### config.mk
export PLATFORM = sky130hd
export DESIGN_NAME = rtc_sec_alarm
export DESIGN_NICKNAME = d
export VERILOG_FILES = /design/src/rtl/rtc_sec_alarm.sv
export SDC_FILE = /design/constraint.sdc
export NUM_CORES = 1
export LEC_CHECK = 0
export BUFFER_PORTS_ARGS = -buffer_cell sky130_fd_sc_hd__buf_2
export CAP_MARGIN = 40
export CORE_UTILIZATION = 60
export DETAILED_ROUTE_END_ITERATION = 6
export PLACE_DENSITY = 0.76
export SETUP_SLACK_MARGIN = 0.2
export SYNTH_ARGS = -nofsm -noshare
export SYNTH_HDL_FRONTEND = slang
export SYNTH_SLANG_ARGS = --single-unit
### constraint.sdc
create_clock -name clk -period 5.1 [get_ports clk]
set_input_delay 1.275 -clock clk [delete_from_list [all_inputs] [get_ports clk]]
set_output_delay 1.275 -clock clk [all_outputs]
set_load 0.01 [all_outputs]
### src/rtl/rtc_sec_alarm.sv
module rtc_sec_alarm #(
  parameter int CW = 32,
  parameter int AW = 4
) (
  input  logic          clk,
  input  logic          rst_n,
  input  logic          tick,
  input  logic          wr_en,
  input  logic          rd_en,
  input  logic [AW-1:0] addr,
  input  logic [7:0]    wdata,
  output logic [7:0]    rdata,
  output logic          irq
);
  localparam int NB = CW / 8;
  localparam logic [AW-1:0] A_CTRL = 'h0, A_STAT = 'h1, A_LOAD = 'h2,
                            A_READ = 'h6, A_ALRM = 'hA;

  logic [CW-1:0] count_q, shadow_q, alarm_q;
  logic run_q, alen_q, stat_q, hit_q;
  logic [7:0] rd_mux;

  wire load_w  = wr_en && addr == A_LOAD;
  wire clr_w   = wr_en && addr == A_STAT && wdata[0];
  wire hit     = alen_q && (count_q == alarm_q);
  wire hit_new = hit && !hit_q;

  assign irq = stat_q & alen_q;

  always_ff @(posedge clk or negedge rst_n) begin
    if (!rst_n) begin
      count_q <= '0;
      shadow_q <= '0;
      alarm_q <= '0;
      run_q <= 1'b0;
      alen_q <= 1'b0;
      stat_q <= 1'b0;
      hit_q <= 1'b0;
    end else begin
      hit_q <= hit;
      if (hit_new) stat_q <= 1'b1;
      else if (clr_w) stat_q <= 1'b0;
      if (load_w) count_q <= {shadow_q[CW-1:8], wdata};
      else if (run_q && tick) count_q <= count_q + 1'b1;
      if (wr_en) begin
        if (addr == A_CTRL) begin
          run_q <= wdata[7];
          alen_q <= wdata[1];
        end
        for (int i = 1; i < NB; i++)
          if (addr == A_LOAD + AW'(i)) shadow_q[8*i +: 8] <= wdata;
        for (int i = 0; i < NB; i++)
          if (addr == A_ALRM + AW'(i)) alarm_q[8*i +: 8] <= wdata;
      end
    end
  end

  always_comb begin
    rd_mux = '0;
    if (addr == A_CTRL) rd_mux = {run_q, 5'b0, alen_q, 1'b0};
    if (addr == A_STAT) rd_mux = {7'b0, stat_q};
    for (int i = 1; i < NB; i++)
      if (addr == A_LOAD + AW'(i)) rd_mux = shadow_q[8*i +: 8];
    for (int i = 0; i < NB; i++) begin
      if (addr == A_READ + AW'(i)) rd_mux = count_q[8*i +: 8];
      if (addr == A_ALRM + AW'(i)) rd_mux = alarm_q[8*i +: 8];
    end
  end

  always_ff @(posedge clk or negedge rst_n)
    if (!rst_n) rdata <= '0;
    else if (rd_en) rdata <= rd_mux;

  a_r2_hold: assert property (@(posedge clk) disable iff (!rst_n)
    (!run_q && !load_w) |=> (count_q == $past(count_q)));
  a_r2_step: assert property (@(posedge clk) disable iff (!rst_n)
    (run_q && tick && !load_w) |=> (count_q == $past(count_q) + 1'b1));
  a_r3_load: assert property (@(posedge clk) disable iff (!rst_n)
    load_w |=> (count_q[7:0] == $past(wdata)));
  a_r3_shadow_only: assert property (@(posedge clk) disable iff (!rst_n)
    (wr_en && addr != A_LOAD && !(run_q && tick)) |=> $stable(count_q));
  a_r6_sticky: assert property (@(posedge clk) disable iff (!rst_n)
    (stat_q && !clr_w) |=> stat_q);
  a_r7_mask: assert property (@(posedge clk) disable iff (!rst_n)
    !alen_q |-> !irq);
  a_r8_clear: assert property (@(posedge clk) disable iff (!rst_n)
    (clr_w && !hit_new) |=> !stat_q);
  a_r8_set_wins: assert property (@(posedge clk) disable iff (!rst_n)
    hit_new |=> stat_q);
endmodule

==> run_summary.xml <==
<?xml version="1.0" encoding="UTF-8"?>
<metrics>
  <group name="worst_setup_path">
    <metric name="cp_data_arrival_time" unit="ns">3.52</metric>
    <metric name="reg2reg_depth" unit="">7</metric>
    <metric name="critPathCaptureType" unit="">flip-flop</metric>
    <metric name="endpoint" unit="">rdata[5]</metric>
    <metric name="critical_path.reg2reg.startpoint" unit="">count_q[0]</metric>
    <metric name="path_delay_family" unit="">compound AO/OA/AOI/OAI gates</metric>
    <metric name="critical-path-top-cell-by-count" unit="">a221oi_1</metric>
    <metric name="criticalPathCategory" unit="">input pin to flip-flop</metric>
    <metric name="startpoint_type" unit="">input pin</metric>
    <metric name="cells_traversed_along_the_worst_timing_path" unit="">buf_2 &gt; nand2_1 &gt; nor2_1 &gt; a221oi_1 &gt; a221oi_1 &gt; a21oi_1 &gt; a311oi_1</metric>
    <metric name="timing.critical_path.fanout_max" unit="">42</metric>
    <metric name="reg2reg_slack" unit="ns">2.75</metric>
    <metric name="crit_path_top_delay_cell" unit="">buf_2</metric>
    <metric name="worst_ep_required_time" unit="ns">5.39</metric>
    <metric name="critPathMaxStageDelay" unit="ns">0.58</metric>
    <metric name="crit_cells" unit="">7</metric>
    <metric name="crit-reg2reg-capture" unit="">count_q[16]</metric>
    <metric name="crit_path_start" unit="">addr[0]</metric>
    <metric name="cp_num_buf_inv" unit="">1</metric>
  </group>
  <group name="yosys">
    <metric name="yosys_most_used_dff" unit="">dfrtp_1</metric>
    <metric name="synth.yosys.seq_area_share" unit="">0.443</metric>
    <metric name="syn_nets" unit="">593</metric>
    <metric name="synthCells" unit="">575</metric>
    <metric name="top_cells_by_area_synth" unit="">dfrtp_1 44%, mux2_2 12%, xor2_1 6.7%</metric>
    <metric name="ys_async_sr_fraction" unit="">1.00</metric>
    <metric name="yosys_warnings" unit="">0</metric>
    <metric name="synth_largest_type_area_fraction" unit="">0.443</metric>
    <metric name="synth_enable_flop_cells" unit="">0</metric>
    <metric name="synth-seq-cells" unit="">100</metric>
    <metric name="synth_area" unit="um2">5650</metric>
    <metric name="synthDistinctLibCells" unit="">53</metric>
    <metric name="post-synth-top-area-cell" unit="">dfrtp_1</metric>
    <metric name="syn_area_per_cell" unit="um2">9.82</metric>
  </group>
  <group name="grt">
    <metric name="grtUsageMet3" unit="">0.0674</metric>
    <metric name="globalRouteMet1Util" unit="">0.466</metric>
    <metric name="grt_pass1_vias" unit="">4350</metric>
    <metric name="grt_overflow" unit="">0</metric>
    <metric name="initial_antenna_violation_count" unit="">0</metric>
    <metric name="total_routing_usage_reported_by_global_routing" unit="">0.345</metric>
    <metric name="grt_most_used_layer" unit="">met2</metric>
    <metric name="grtUsageMet2" unit="">0.531</metric>
    <metric name="grt_first_pass_wirelength" unit="mm">24.7</metric>
    <metric name="grt_start_max_net_pins" unit="">55</metric>
  </group>
  <group name="cts">
    <metric name="cts_tree" unit="">done</metric>
    <metric name="clkSinkCount" unit="">100</metric>
    <metric name="cts.path.max_buffers" unit="">2</metric>
    <metric name="post_cts.repair.setup_buffers" unit="">0</metric>
    <metric name="clk_latency" unit="ns">0.37</metric>
    <metric name="cts.repair.resized" unit="">0</metric>
    <metric name="cts_root_buf" unit="">clkbuf_8</metric>
    <metric name="cts_hold_repair.buffers" unit="">0</metric>
    <metric name="tritoncts.num_buffers" unit="">9</metric>
    <metric name="h-tree-depth" unit="">3</metric>
    <metric name="clk_pin_slew" unit="ns">0.10</metric>
  </group>
  <group name="cells_and_area">
    <metric name="layout.cells.most_common" unit="">dfrtp_1</metric>
    <metric name="fillCellCount" unit="">768</metric>
    <metric name="layout-area-overhead-vs-synth" unit="%">6.73</metric>
    <metric name="final-seq-area" unit="um2">2500</metric>
    <metric name="drive_gt1_frac" unit="">0.203</metric>
    <metric name="combined_area_of_the_multi_input_logic_cells" unit="um2">3000</metric>
    <metric name="most-common-layout-cells" unit="">100 x dfrtp_1, 70 x nand2_1, 60 x mux2_2</metric>
    <metric name="nets" unit="">603</metric>
    <metric name="antenna_cells_inserted" unit="">0</metric>
  </group>
  <group name="floorplan">
    <metric name="effective_utilization_at_floorplan" unit="">0.614</metric>
    <metric name="dieWidth" unit="um">99.0</metric>
    <metric name="die_area" unit="um2">9810</metric>
    <metric name="floorplan.core_area" unit="um2">9200</metric>
    <metric name="ios" unit="">26</metric>
    <metric name="die_h" unit="um">99.0</metric>
    <metric name="num_rows" unit="">35</metric>
  </group>
  <group name="route">
    <metric name="ant_nets" unit="">0</metric>
    <metric name="dr_total_vias" unit="">4602</metric>
    <metric name="finalWirelength" unit="mm">16.0</metric>
    <metric name="dr.first_iter.drc_count" unit="">549</metric>
    <metric name="detail_route.vias_per_cell" unit="">6.56</metric>
    <metric name="drt_pass1_iterations" unit="">7</metric>
    <metric name="post_drt_wl_per_cell" unit="um">22.8</metric>
    <metric name="drc" unit="">3</metric>
  </group>
  <group name="pwr">
    <metric name="vdd.ir_drop.worst" unit="mV">0.243</metric>
    <metric name="power.leakage" unit="nW">2.50</metric>
    <metric name="cellPowerDensity" unit="nW/um2">379</metric>
  </group>
  <group name="hold_path">
    <metric name="holdCritPathClass" unit="">flip-flop to flip-flop</metric>
  </group>
  <group name="sta">
    <metric name="timing.final.setup_violations" unit="">0</metric>
    <metric name="totalNegativeSetupSlack" unit="ns">0</metric>
    <metric name="period_minus_slack" unit="ns">3.23</metric>
    <metric name="finalHoldWorstSlack" unit="ns">0.519</metric>
    <metric name="maxSlewHeadroom" unit="">0.490</metric>
    <metric name="grt_setup_unrepaired" unit="">false</metric>
    <metric name="max_freq" unit="MHz">309</metric>
    <metric name="slew_violations" unit="">0</metric>
    <metric name="finalClockSkew" unit="ns">0.0105</metric>
    <metric name="fin_crit_sh" unit="">0.634</metric>
    <metric name="tightestPinTransition" unit="ns">0.766</metric>
    <metric name="timing_hold_violations_final" unit="">0</metric>
  </group>
  <group name="outcome">
    <metric name="run_status" unit="">finished with violations</metric>
    <metric name="violations" unit="">design-rule violations</metric>
  </group>
  <group name="place">
    <metric name="gp_congestion" unit="">0.951</metric>
    <metric name="dp_hpwl" unit="mm">11.7</metric>
    <metric name="io_buffer_count" unit="">25</metric>
  </group>
  <group name="flow_run">
    <metric name="max-cap-violations" unit="">0</metric>
  </group>
</metrics>
==> worst register-to-register path, cell delays in order (launching register included) <==
cell and delay [ns]:
dfrtp_1 0.51, ha_1 0.23, nand3_1 0.20, nor3_1 0.61, nand2b_1 0.27, nor2_1 0.18, xnor2_1 0.12, o21ai_0 0.10
==> layout make-up <==
cell class,count,share of cell area
multi-input combinational,439,0.498
sequential,100,0.415
timing repair buffer,28,0.0303
clock buffer,11,0.0234
tap,111,0.0230
clock inverter,5,0.00602
inverter,7,0.00436
==> cells in the mapped netlist, types with 4 or more instances <==
master / n
a21oi_1: 17
inv_1: 6
nand3_1: 20
nor2b_1: 10
nor2_1: 26
o21ai_2: 5
o21ai_0: 53
buf_2: 8
a221oi_1: 5
o21ai_1: 8
dfrtp_1: 100
o22ai_1: 6
clkbuf_1: 19
nand4_1: 13
o211ai_1: 4
mux2_2: 60
xnor2_1: 20
nor3_1: 7
a211oi_1: 5
nand2b_1: 6
mux2i_1: 9
nand2_1: 70
xor2_1: 43
and3_1: 9
nor4_1: 5
==> how the worst min path moves through the flow <==
stage | from | to | cells after the start
2_1_floorplan | shadow_q[10] | count_q[10] | 2
3_3_place_gp | shadow_q[22] | count_q[22] | 2
3_5_place_dp | shadow_q[22] | count_q[22] | 2
4_1_cts | shadow_q[22] | count_q[22] | 2
5_1_grt | rdata[0] | rdata[0] | 2
6_report | shadow_q[22] | count_q[22] | 2
==> layer usage <==
layer | share of wire | vias up
met5 | 0 | -
met4 | 0.047 | 0
met3 | 0.079 | 60
met2 | 0.45 | 227
met1 | 0.42 | 2241
li1 | - | 2074
==> flip-flops by register name, summed over array words and instances (netlist names) <==
signal / flops
alarm_q: 32
rdata: 8
alen_q: 1
stat_q: 1
shadow_q: 24
run_q: 1
count_q: 32
hit_q: 1
==> metrics by stage <==
stage | total power [mW] | worst slack (ns) | std cells | utilization | area (um2)
floorplan | 1.57 | 2.44 | 575 | - | 5650
global placement | 1.78 | 1.59 | 683 | 0.631 | 5800
detailed placement | 1.80 | 1.62 | 685 | 0.636 | 5850
CTS | 2.28 | 2.00 | 701 | 0.656 | 6030
global route | 2.39 | 1.75 | 701 | 0.656 | 6030
finish | 2.28 | 1.87 | 701 | 0.656 | 6030
==> logic make-up after synthesis <==
| logic type | Yosys count | share of synthesized area |
|---|---|---|
| multiplexers | 69 | 0.136 |
| AO/OA/AOI/OAI | 123 | 0.132 |
| adder cells (fa/ha/maj) | 1 | 0.00221 |
| buffers and inverters | 36 | 0.0259 |
| flip-flops | 100 | 0.443 |
| XOR/XNOR | 63 | 0.0977 |
| AND/OR/NAND/NOR | 183 | 0.163 |
==> where the power goes <==
| group | switching, mW | total (mW) | internal (mW) |
|---|---|---|---|
| combinational | 0.276 | 0.553 | 0.277 |
| sequential | 0.279 | 1.26 | 0.978 |
| clock | 0.282 | 0.474 | 0.192 |
(Power assumes the default switching activity.)
